File: src/rtl/pkt_crc_pkg.sv
package pkt_crc_pkg;
  typedef enum logic [1:0] {
    KIND_HDR  = 2'd0,
    KIND_MID  = 2'd1,
    KIND_LAST = 2'd2,
    KIND_RSV  = 2'd3
  } blk_kind_e;

  localparam int TASK_W = 3;
  localparam logic [TASK_W-1:0] TASK_NULL    = 3'd0;
  localparam logic [TASK_W-1:0] TASK_TX_MID  = 3'd1;
  localparam logic [TASK_W-1:0] TASK_TX_LAST = 3'd2;
  localparam logic [TASK_W-1:0] TASK_RX_BLK  = 3'd3;
endpackage

File: src/rtl/crc_accum.sv
module crc_accum #(
  parameter int W = 16,
  parameter logic [W-1:0] POLY = 16'h1021,
  parameter logic [W-1:0] INIT = '1
) (
  input  logic         clk,
  input  logic         rst,
  input  logic         clr,
  input  logic         en,
  input  logic [7:0]   din,
  output logic [W-1:0] crc_q
);
  logic [W-1:0] nxt;

  always_comb begin
    nxt = clr ? INIT : crc_q;
    for (int i = 7; i >= 0; i--) begin
      if (nxt[W-1] ^ din[i]) nxt = {nxt[W-2:0], 1'b0} ^ POLY;
      else                   nxt = {nxt[W-2:0], 1'b0};
    end
  end

  always_ff @(posedge clk) begin
    if (rst)      crc_q <= INIT;
    else if (en)  crc_q <= nxt;
    else if (clr) crc_q <= INIT;
  end
endmodule

File: src/rtl/pkt_pos_tracker.sv
module pkt_pos_tracker import pkt_crc_pkg::*; #(
  parameter int BLK_BYTES = 12,
  parameter int PW = $clog2(BLK_BYTES)
) (
  input  logic          clk,
  input  logic          rst,
  input  logic          adv,
  input  blk_kind_e     kind_in,
  output logic [PW-1:0] pos,
  output blk_kind_e     kind_cur,
  output logic          at_end
);
  blk_kind_e kind_q;

  assign kind_cur = (pos == '0) ? kind_in : kind_q;
  assign at_end   = (pos == PW'(BLK_BYTES - 1));

  always_ff @(posedge clk) begin
    if (rst) begin
      pos    <= '0;
      kind_q <= KIND_HDR;
    end else if (adv) begin
      pos <= at_end ? '0 : pos + 1'b1;
      if (pos == '0) kind_q <= kind_in;
    end
  end
endmodule

File: src/rtl/pkt_long_clear.sv
module pkt_long_clear import pkt_crc_pkg::*; (
  input  logic              task_done,
  input  logic [TASK_W-1:0] task_code,
  input  logic              tx,
  output logic              clr
);
  logic exempt;

  always_comb begin
    if (task_code == TASK_NULL) exempt = 1'b1;
    else if (tx) exempt = (task_code == TASK_TX_MID) || (task_code == TASK_TX_LAST);
    else         exempt = (task_code == TASK_RX_BLK);
    clr = task_done && !exempt;
  end
endmodule

File: src/rtl/pkt_crc_engine.sv
module pkt_crc_engine import pkt_crc_pkg::*; #(
  parameter int BLK_BYTES = 12,
  parameter int HDR_W = 16,
  parameter int LONG_W = 32,
  parameter logic [HDR_W-1:0]  HDR_POLY  = 16'h1021,
  parameter logic [LONG_W-1:0] LONG_POLY = 32'h04C11DB7
) (
  input  logic              clk,
  input  logic              rst,
  input  logic              tx_mode,
  input  logic              in_valid,
  output logic              in_ready,
  input  logic [7:0]        in_data,
  input  logic [1:0]        in_kind,
  output logic              out_valid,
  input  logic              out_ready,
  output logic [7:0]        out_data,
  input  logic              task_done,
  input  logic [TASK_W-1:0] task_code,
  output logic              hdr_ok,
  output logic              hdr_err,
  output logic              last_ok,
  output logic              last_err
);
  localparam int HDR_B        = HDR_W / 8;
  localparam int LONG_B       = LONG_W / 8;
  localparam int HDR_CRC_POS  = BLK_BYTES - HDR_B;
  localparam int LAST_CRC_POS = BLK_BYTES - LONG_B;
  localparam int PW           = $clog2(BLK_BYTES);

  logic              accept;
  logic [PW-1:0]     pos;
  blk_kind_e         kind;
  logic              at_end;
  logic [HDR_W-1:0]  hdr_crc;
  logic [LONG_W-1:0] long_crc;
  logic              long_clr;
  logic              is_hdr, is_last;
  logic              hdr_body, hdr_chk, long_body, last_chk, chk_first;
  int                k_hdr, k_long;
  logic [7:0]        exp_byte, tx_byte;
  logic              mis_q, bad_all;

  assign in_ready = !out_valid || out_ready;
  assign accept   = in_valid && in_ready;

  pkt_pos_tracker #(.BLK_BYTES(BLK_BYTES), .PW(PW)) u_pos (
    .clk(clk), .rst(rst), .adv(accept), .kind_in(blk_kind_e'(in_kind)),
    .pos(pos), .kind_cur(kind), .at_end(at_end)
  );

  pkt_long_clear u_clr (
    .task_done(task_done), .task_code(task_code), .tx(tx_mode), .clr(long_clr)
  );

  always_comb begin
    is_hdr    = (kind == KIND_HDR);
    is_last   = (kind == KIND_LAST);
    hdr_body  = is_hdr && (int'(pos) < HDR_CRC_POS);
    hdr_chk   = is_hdr && !hdr_body;
    long_body = !is_hdr && !(is_last && int'(pos) >= LAST_CRC_POS);
    last_chk  = is_last && (int'(pos) >= LAST_CRC_POS);
    chk_first = (hdr_chk && int'(pos) == HDR_CRC_POS) ||
                (last_chk && int'(pos) == LAST_CRC_POS);
    k_hdr     = hdr_chk  ? (BLK_BYTES - 1 - int'(pos)) : 0;
    k_long    = last_chk ? (BLK_BYTES - 1 - int'(pos)) : 0;
    exp_byte  = hdr_chk ? 8'(hdr_crc >> (8 * k_hdr)) : 8'(long_crc >> (8 * k_long));
    tx_byte   = (tx_mode && (hdr_chk || last_chk)) ? exp_byte : in_data;
    bad_all   = (chk_first ? 1'b0 : mis_q) | (in_data != exp_byte);
  end

  crc_accum #(.W(HDR_W), .POLY(HDR_POLY), .INIT('1)) u_hdr_crc (
    .clk(clk), .rst(rst), .clr(accept && hdr_body && pos == '0),
    .en(accept && hdr_body), .din(in_data), .crc_q(hdr_crc)
  );

  crc_accum #(.W(LONG_W), .POLY(LONG_POLY), .INIT('1)) u_long_crc (
    .clk(clk), .rst(rst), .clr(long_clr),
    .en(accept && long_body), .din(in_data), .crc_q(long_crc)
  );

  always_ff @(posedge clk) begin
    if (rst) begin
      out_valid <= 1'b0;
      out_data  <= '0;
      mis_q     <= 1'b0;
      hdr_ok    <= 1'b0;
      hdr_err   <= 1'b0;
      last_ok   <= 1'b0;
      last_err  <= 1'b0;
    end else begin
      if (accept) begin
        out_valid <= 1'b1;
        out_data  <= tx_byte;
      end else if (out_ready) begin
        out_valid <= 1'b0;
      end
      if (accept && (hdr_chk || last_chk)) mis_q <= bad_all;
      hdr_ok   <= accept && at_end && !tx_mode && is_hdr  && !bad_all;
      hdr_err  <= accept && at_end && !tx_mode && is_hdr  &&  bad_all;
      last_ok  <= accept && at_end && !tx_mode && is_last && !bad_all;
      last_err <= accept && at_end && !tx_mode && is_last &&  bad_all;
    end
  end
endmodule

File: config.mk
export PLATFORM = sky130hd
export DESIGN_NAME = pkt_crc_engine
export DESIGN_NICKNAME = d
export VERILOG_FILES = /design/src/rtl/pkt_crc_pkg.sv /design/src/rtl/crc_accum.sv /design/src/rtl/pkt_pos_tracker.sv /design/src/rtl/pkt_long_clear.sv /design/src/rtl/pkt_crc_engine.sv
export SDC_FILE = /design/constraint.sdc
export NUM_CORES = 1
export LEC_CHECK = 0
export ABC_AREA = 0
export BUFFER_PORTS_ARGS = -buffer_cell sky130_fd_sc_hd__buf_2
export CAP_MARGIN = 30
export CORE_AREA = 8 8 88 109
export DETAILED_ROUTE_END_ITERATION = 16
export DIE_AREA = 0 0 96 117
export PLACE_DENSITY_LB_ADDON = 0.1
export SYNTH_ARGS = -nofsm -noshare
export SYNTH_HDL_FRONTEND = slang
export SYNTH_SLANG_ARGS = --single-unit
File: constraint.sdc
create_clock -name clk -period 3.4 [get_ports clk]
set_input_delay 0.34 -clock clk [delete_from_list [all_inputs] [get_ports clk]]
set_output_delay 0.34 -clock clk [all_outputs]
set_load 0.005 [all_outputs]
Word level (Yosys, flattened, before mapping)
Index checks and enable logic that the tools add are counted.
{"block": "op_classes", "order_cmp": 2, "shifts": 2, "add_sub_neg": 2, "reduce_logical": 36, "n_eq_ne": 8, "n_mux": 31, "bitwise": 33}
{"op": "$mux W27", "count": 8}
{"op": "$not A14 Y14", "count": 8}
{"op": "$mux W13", "count": 8}
{"op": "$mux W32", "count": 2}
{"op": "$mux W29", "count": 2}
{"op": "$mux W16", "count": 2}
{"op": "$shr A16 B32 Y8", "count": 1}
{"op": "$shr A32 B32 Y8", "count": 1}
{"op": "$not A3 Y3", "count": 8}
{"op": "$logic_and A1 B1 Y1", "count": 21}
{"op": "$mux W8", "count": 2}
{"op": "$xor A1 B1 Y1", "count": 16}
{"op": "$eq A4 B4 Y1 const B", "count": 3}
{"op": "$ne A8 B8 Y1", "count": 1}
{"op": "$logic_not A1 Y1", "count": 7}
{"op": "$eq A3 B2 Y1 const B", "count": 2}
{"op": "$mux W1", "count": 5}
{"op": "$sub A4 B4 Y5 const A", "count": 1}
{"op": "$add A4 B1 Y4 const B", "count": 1}
{"op": "$ge A4 B4 Y1 const B", "count": 1}
{"op": "$logic_not A4 Y1", "count": 1}
{"op": "$logic_or A1 B1 Y1", "count": 4}
{"op": "$lt A4 B4 Y1 const B", "count": 1}
{"op": "$mux W4", "count": 1}
{"op": "7 further kinds", "count": 7}
{"block": "totals", "output_inout_bits": 14, "input_bits": 19, "word_cells": 125, "reg_bits": 68}

Depth between registers and ports, before layout
{"block": "depth", "depth_word": 24, "mapped_depth": 15, "ltp_nobuf": 10}

By module
From an unflattened synthesis, not the netlist that was laid out.
{"block": "hier_totals", "hier_cells": 706, "area_unflattened_um2": 5774.3}
{"module": "crc_accum at u_long_crc", "seq_area_each_um2": 640.6, "cells_per_inst": 317, "area_each_um2": 2740.1, "instances": 1}
{"module": "pkt_crc_engine", "seq_area_each_um2": 280.3, "cells_per_inst": 207, "area_each_um2": 1549.0, "instances": 1}
{"module": "crc_accum at u_hdr_crc", "seq_area_each_um2": 320.3, "cells_per_inst": 141, "area_each_um2": 1111.1, "instances": 1}
{"module": "pkt_pos_tracker", "seq_area_each_um2": 120.1, "cells_per_inst": 35, "area_each_um2": 332.8, "instances": 1}
{"module": "pkt_long_clear", "seq_area_each_um2": 0.0, "cells_per_inst": 6, "area_each_um2": 41.3, "instances": 1}

Least setup slack after synthesis
OpenSTA, ideal clock, no wires.
{"block": "synth_path", "path_kind": "flip-flop to flip-flop", "startpoint": "reg u_pos.pos[0]", "endpoint": "reg last_ok", "slack_ps": 236, "arrival_ps": 3103, "setup_ps": 61, "synth_period_minus_slack_ps": 3164, "path_buffers": 3, "stages_incl_launch_ff": 14, "t_required_ps": 3339, "cell_sequence": "dfxtp_1 clkbuf_1 inv_1 ha_1 and2_1 clkbuf_1 o21a_1 buf_4 or4_1 a21oi_1 o32a_2 xnor2_1 nor4_4 and3_1"}
{"block": "synth_between", "elab_chain_cells": 13, "elab_cells_between_ends": 30, "cone_classes": "add/sub: 1; order compare: 2; eq/ne: 5; shift: 2; mux: 5; bitwise: 1; reduce/logical: 14"}
{"item": "from (decl)", "line": "pkt_pos_tracker.sv:9", "rtl": "output logic [PW-1:0] pos,"}
{"item": "from (signal assigned)", "line": "pkt_pos_tracker.sv:23", "rtl": "pos <= at_end ? '0 : pos + 1'b1;"}
{"item": "$logic_not A4 Y1", "line": "pkt_pos_tracker.sv:15", "rtl": "assign kind_cur = (pos == '0) ? kind_in : kind_q;"}
{"item": "$mux W2", "line": "pkt_pos_tracker.sv:15"}
{"item": "$logic_not A2 Y1", "line": "pkt_crc_engine.sv:57", "rtl": "is_hdr = (kind == KIND_HDR);"}
{"item": "$logic_and A1 B1 Y1", "line": "pkt_crc_engine.sv:59", "rtl": "hdr_body = is_hdr && (int'(pos) < HDR_CRC_POS);"}
{"item": "$logic_not A1 Y1", "line": "pkt_crc_engine.sv:60", "rtl": "hdr_chk = is_hdr && !hdr_body;"}
{"item": "$logic_and A1 B1 Y1", "line": "pkt_crc_engine.sv:60"}
{"item": "$mux W29", "line": "pkt_crc_engine.sv:65", "rtl": "k_hdr = hdr_chk ? (BLK_BYTES - 1 - int'(pos)) : 0;"}
{"item": "$shr A16 B32 Y8", "line": "pkt_crc_engine.sv:67", "rtl": "exp_byte = hdr_chk ? 8'(hdr_crc >> (8 * k_hdr)) : 8'(long_crc >> (8 * k_long));"}
{"item": "$mux W8", "line": "pkt_crc_engine.sv:67"}
{"item": "$ne A8 B8 Y1", "line": "pkt_crc_engine.sv:69", "rtl": "bad_all = (chk_first ? 1'b0 : mis_q) | (in_data != exp_byte);"}
{"item": "$or A1 B1 Y1", "line": "pkt_crc_engine.sv:69"}
{"item": "$logic_not A1 Y1", "line": "pkt_crc_engine.sv:101", "rtl": "last_ok <= accept && at_end && !tx_mode && is_last && !bad_all;"}
{"item": "$logic_and A1 B1 Y1 *", "line": "pkt_crc_engine.sv:101"}
{"item": "to (signal assigned)", "line": "pkt_crc_engine.sv:101"}
{"item": "to (decl)", "line": "pkt_crc_engine.sv:22", "rtl": "output logic last_ok,"}
Mark *: on every way between the ends. The rest lies on a longest branch, timed or not.
A chain may end at the register's enable or synchronous reset.

Final worst setup path
{"block": "layout_path", "startpoint": "reg u_pos.pos[2]", "endpoint": "reg hdr_ok"}
{"block": "layout_between", "elab_chain_cells": 13, "elab_cells_between_ends": 30, "cone_classes": "add/sub: 1; order compare: 2; eq/ne: 5; shift: 2; mux: 5; bitwise: 1; reduce/logical: 14"}
{"item": "$logic_not A4 Y1", "line": "pkt_pos_tracker.sv:15"}
{"item": "$mux W2", "line": "pkt_pos_tracker.sv:15"}
{"item": "$logic_not A2 Y1", "line": "pkt_crc_engine.sv:57"}
{"item": "$logic_and A1 B1 Y1", "line": "pkt_crc_engine.sv:59"}
{"item": "$logic_not A1 Y1", "line": "pkt_crc_engine.sv:60"}
{"item": "$logic_and A1 B1 Y1", "line": "pkt_crc_engine.sv:60"}
{"item": "$mux W29", "line": "pkt_crc_engine.sv:65"}
{"item": "$shr A16 B32 Y8", "line": "pkt_crc_engine.sv:67"}
{"item": "$mux W8", "line": "pkt_crc_engine.sv:67"}
{"item": "$ne A8 B8 Y1", "line": "pkt_crc_engine.sv:69"}
{"item": "$or A1 B1 Y1", "line": "pkt_crc_engine.sv:69"}
{"item": "$logic_not A1 Y1", "line": "pkt_crc_engine.sv:99", "rtl": "hdr_ok <= accept && at_end && !tx_mode && is_hdr && !bad_all;"}
{"item": "$logic_and A1 B1 Y1 *", "line": "pkt_crc_engine.sv:99"}
{"item": "to (signal assigned)", "line": "pkt_crc_engine.sv:99"}
{"item": "to (decl)", "line": "pkt_crc_engine.sv:20", "rtl": "output logic hdr_ok,"}
Marked as above.

==> summary.md <==
| Metric | Value |
|---|---|
| Detailed-route wire length per cell | `18.2 um` |
| Post-synthesis cell area | `4670 um^2` |
| Register share of total power | `0.357` |
| Layout cells sized above 1 | `0.146` |
| Part of the cycle the worst path needs | `0.925` |
| Syn Inst Count | `567` |
| Number of enable-type register cells in the synthesized netlist | `0` |
| Setup Fix Bufs, Post-CTS | `0` |
| Highest-count cells in the layout ignoring fill and taps | `87 x nor2_1, 79 x xnor2_1, 68 x dfxtp_1` |
| Leakage power figure | `1.95 nW` |
| Number of synthesized register bits | `68` |
| Final count of hold timing violations | `0` |
| Chip width | `96 um` |
| Path depth of the worst reg2reg path | `12` |
| Max Root-Sink Buffers | `2` |
| DRC violations left | `0` |
| Worst Setup Start Kind | `flop` |
| Wire length of the first global-routing pass | `20700 um` |
| Clock transition at path regs | `0.07 ns` |
| Largest vdd supply drop | `0.315 mV` |
| Number of nets produced by synthesis | `591` |
| Worst Tran Pin Value | `0.714 ns` |
| Final setup slack of the worst path | `0.253 ns` |
| Clk sinks | `68` |
| Top FF cell, synth | `dfxtp_1` |
| Overall routing resource usage | `0.238` |
| Register-to-register path setup slack | `0.25 ns` |
| Post-synthesis sequential area ratio | `0.291` |
| Fraction of power spent switching nets | `0.369` |
| Number of nets still failing antenna checks after routing | `0` |
| Element type at the critical path end | `flop` |
| RSZ-0062 raised after global routing | `no` |
| Critical path class | `flop to flop` |
| Internal Pwr Total | `0.00177 W` |
| Max H-tree Level | `3` |
| Proportion of power drawn by combinational gates | `0.424` |
| Beginning of the worst register-to-register path | `u_pos.pos[2]` |
| Clk root buf | `clkbuf_8` |
| Vias in the first global route | `4038` |
| Effective utilization at floorplan | `0.584` |
| Power density over cell area | `545 nW/um^2` |
| Netlist cell types | `58` |
| Clk_lat worst skew | `0.37 ns` |
| CORE AREA | `8010 um^2` |
| Worst Hold Depth | `3` |
| Die H | `117 um` |
| Detailed-route wire length | `12700 um` |
| Total iterations of the first detailed-routing run | `5` |
| Max Transition Viols Final | `0` |
| Max-cap violation count | `0` |
| Part of the total power dissipated in the clock network | `0.219` |
| Number of warnings issued by yosys | `0` |
| Cell type with the largest total area after synthesis | `dfxtp_1` |
| Reported net switching power | `0.00104 W` |
| Die area | `11200 um^2` |
| Class of the tightest hold or removal check | `input port to flop` |
| RR Endpoint | `hdr_ok` |
| Final setup TNS | `0 ns` |
| TritonCTS clock tree | `done` |
| Fmax | `0.318 GHz` |
| Final setup fails | `0` |
| Endpoint arrival time on the critical path | `3.45 ns` |
| IO buf count | `32` |
| Number of buffers created by CTS | `9` |
| Top cells by area, synth | `dfxtp_1 29%, xnor2_1 15%, nor2_1 7.0%` |
| Number of violations reported at the end of detailed-routing iteration 0 | `274` |
| Critical-path maximum fanout | `13` |
| Total congestion overflow | `0` |
| Result of the run | `completed` |
| Hold Crit Endpoint | `u_pos.kind_q[0]` |
| Initial antenna violation count | `0` |
| Yosys top cell area share | `0.291` |
| Post-CTS Resized | `0` |
| Skew final | `0.0160 ns` |
| Post-placement setup slack | `0.325 ns` |
| Total vias in the final route | `4129` |
| Number of primary I/O pins | `33` |
| Origin of the worst min-delay path | `in_kind[0]` |
| Total inserted antenna cells | `0` |
| Number of rows in the core area | `37` |
| Area added between synthesis and finish | `10.2%` |
| Maximum number of pins on one net before global-route repair | `41` |
| Final net count | `617` |
| Global placer's final weighted congestion | `0.944` |
| FFs w/ async S/R, synth | `0` |
| Leading cell type in the layout, fill and taps excluded | `nor2_1` |
| Mapped Avg Cell Area | `8.24 um^2` |
| Required time at the worst-slack endpoint | `3.71 ns` |
| Worst-case headroom to the max-slew limit | `0.520` |
| DP HPWL | `9170 um` |
| Number of vias per cell | `5.95` |
| Total of hold buffers inserted after clock tree synthesis | `0` |
| Shortest clock period the worst path allows after layout | `3.15 ns` |
==> worst max-delay path by stage <==
stage,start,endpoint,slack (ns),cells after the start
final,u_pos.pos[2],hdr_ok,0.25,12
after global routing,u_pos.pos[2],hdr_ok,0.03,12
after CTS,u_pos.pos[2],hdr_ok,0.29,12
after detailed placement,u_pos.pos[2],mis_q,0.33,12
after global placement,u_pos.pos[2],mis_q,0.32,12
after floorplan,u_pos.pos[0],last_ok,0.24,13
==> cells in the mapped netlist (7+ instances only) <==
cell      number
a211o_1       19
nor3_1        18
a21oi_1       42
mux2i_1       17
nor2_1        87
nand2b_1      16
xor2_1        26
xnor2_1       79
nand2_1       24
inv_1          7
buf_1          7
dfxtp_1       68
a211oi_1       7
clkbuf_1      28
o21ai_0       12
nor4_1         9
or2_1          7
o22ai_1       13
==> worst max-delay path, cell delays in order, from the launching register on <==
cell and delay (ns):
dfxtp_1 0.45, inv_1 0.12, ha_1 0.27, and2_1 0.19
buf_4 0.19, o21ai_1 0.17, buf_4 0.19, nand3_1 0.08
a221oi_1 0.50, o21a_1 0.20, o2111ai_1 0.17, nor4_4 0.37
and3_1 0.21
==> kinds of logic after synthesis <==
kind of cell,synth area share
compound gates,0.173
buf+inv,0.0396
fa+ha+maj,0.0134
flops,0.291
mux,0.0460
simple gates,0.198
xor+xnor,0.238
==> registers in the layout, summed over array words and instances (netlist names) <==
signal / cells
last_err: 1
mis_q: 1
u_long_crc.crc_q: 32
hdr_ok: 1
last_ok: 1
u_pos.pos: 4
out_data: 8
out_valid: 1
u_pos.kind_q: 2
hdr_err: 1
u_hdr_crc.crc_q: 16
==> power groups by stage <==
| stage | clock network (W) | logic (W) | registers [W] |
|---|---|---|---|
| 2_1_floorplan | 0 | 0.000952 | 0.000979 |
| 3_3_place_gp | 0 | 0.00116 | 0.00101 |
| 3_5_place_dp | 0 | 0.00118 | 0.00102 |
| 4_1_cts | 0.000622 | 0.00119 | 0.000998 |
| 5_1_grt | 0.000652 | 0.00130 | 0.00101 |
| 6_report | 0.000615 | 0.00119 | 0.00100 |
==> layout make-up <==
cell class,instances,area [um^2]
Clock buffer,13,159
Clock inverter,2,10.0
Fill cell,687,2860
Inverter,7,26.3
Multi-Input combinational cell,452,3140
Sequential cell,68,1360
Tap cell,97,121
Timing Repair Buffer,55,333
==> routing by layer <==
metal | wire length (um) | global-route usage | vias to the layer above
li1 | - | - | 2014
met2 | 6230 | 0.393 | 114
met5 | 0 | 0 | -
met3 | 576 | 0.0281 | 28
met4 | 351 | 0.134 | 0
met1 | 5510 | 0.292 | 1973
==> metrics by stage <==
stage	instances	util	area, um^2	total power (W)	hold WS (ns)
final	694	0.643	5150	0.00281	0.245
after global routing	694	0.643	5150	0.00296	0.264
after CTS	694	0.643	5150	0.00281	0.237
after detailed placement	679	0.622	4980	0.00220	0.450
after global placement	679	0.622	4980	0.00218	0.438
after floorplan	567	-	4670	0.00193	0.448
Note: power is estimated with default switching activity, not from simulation.
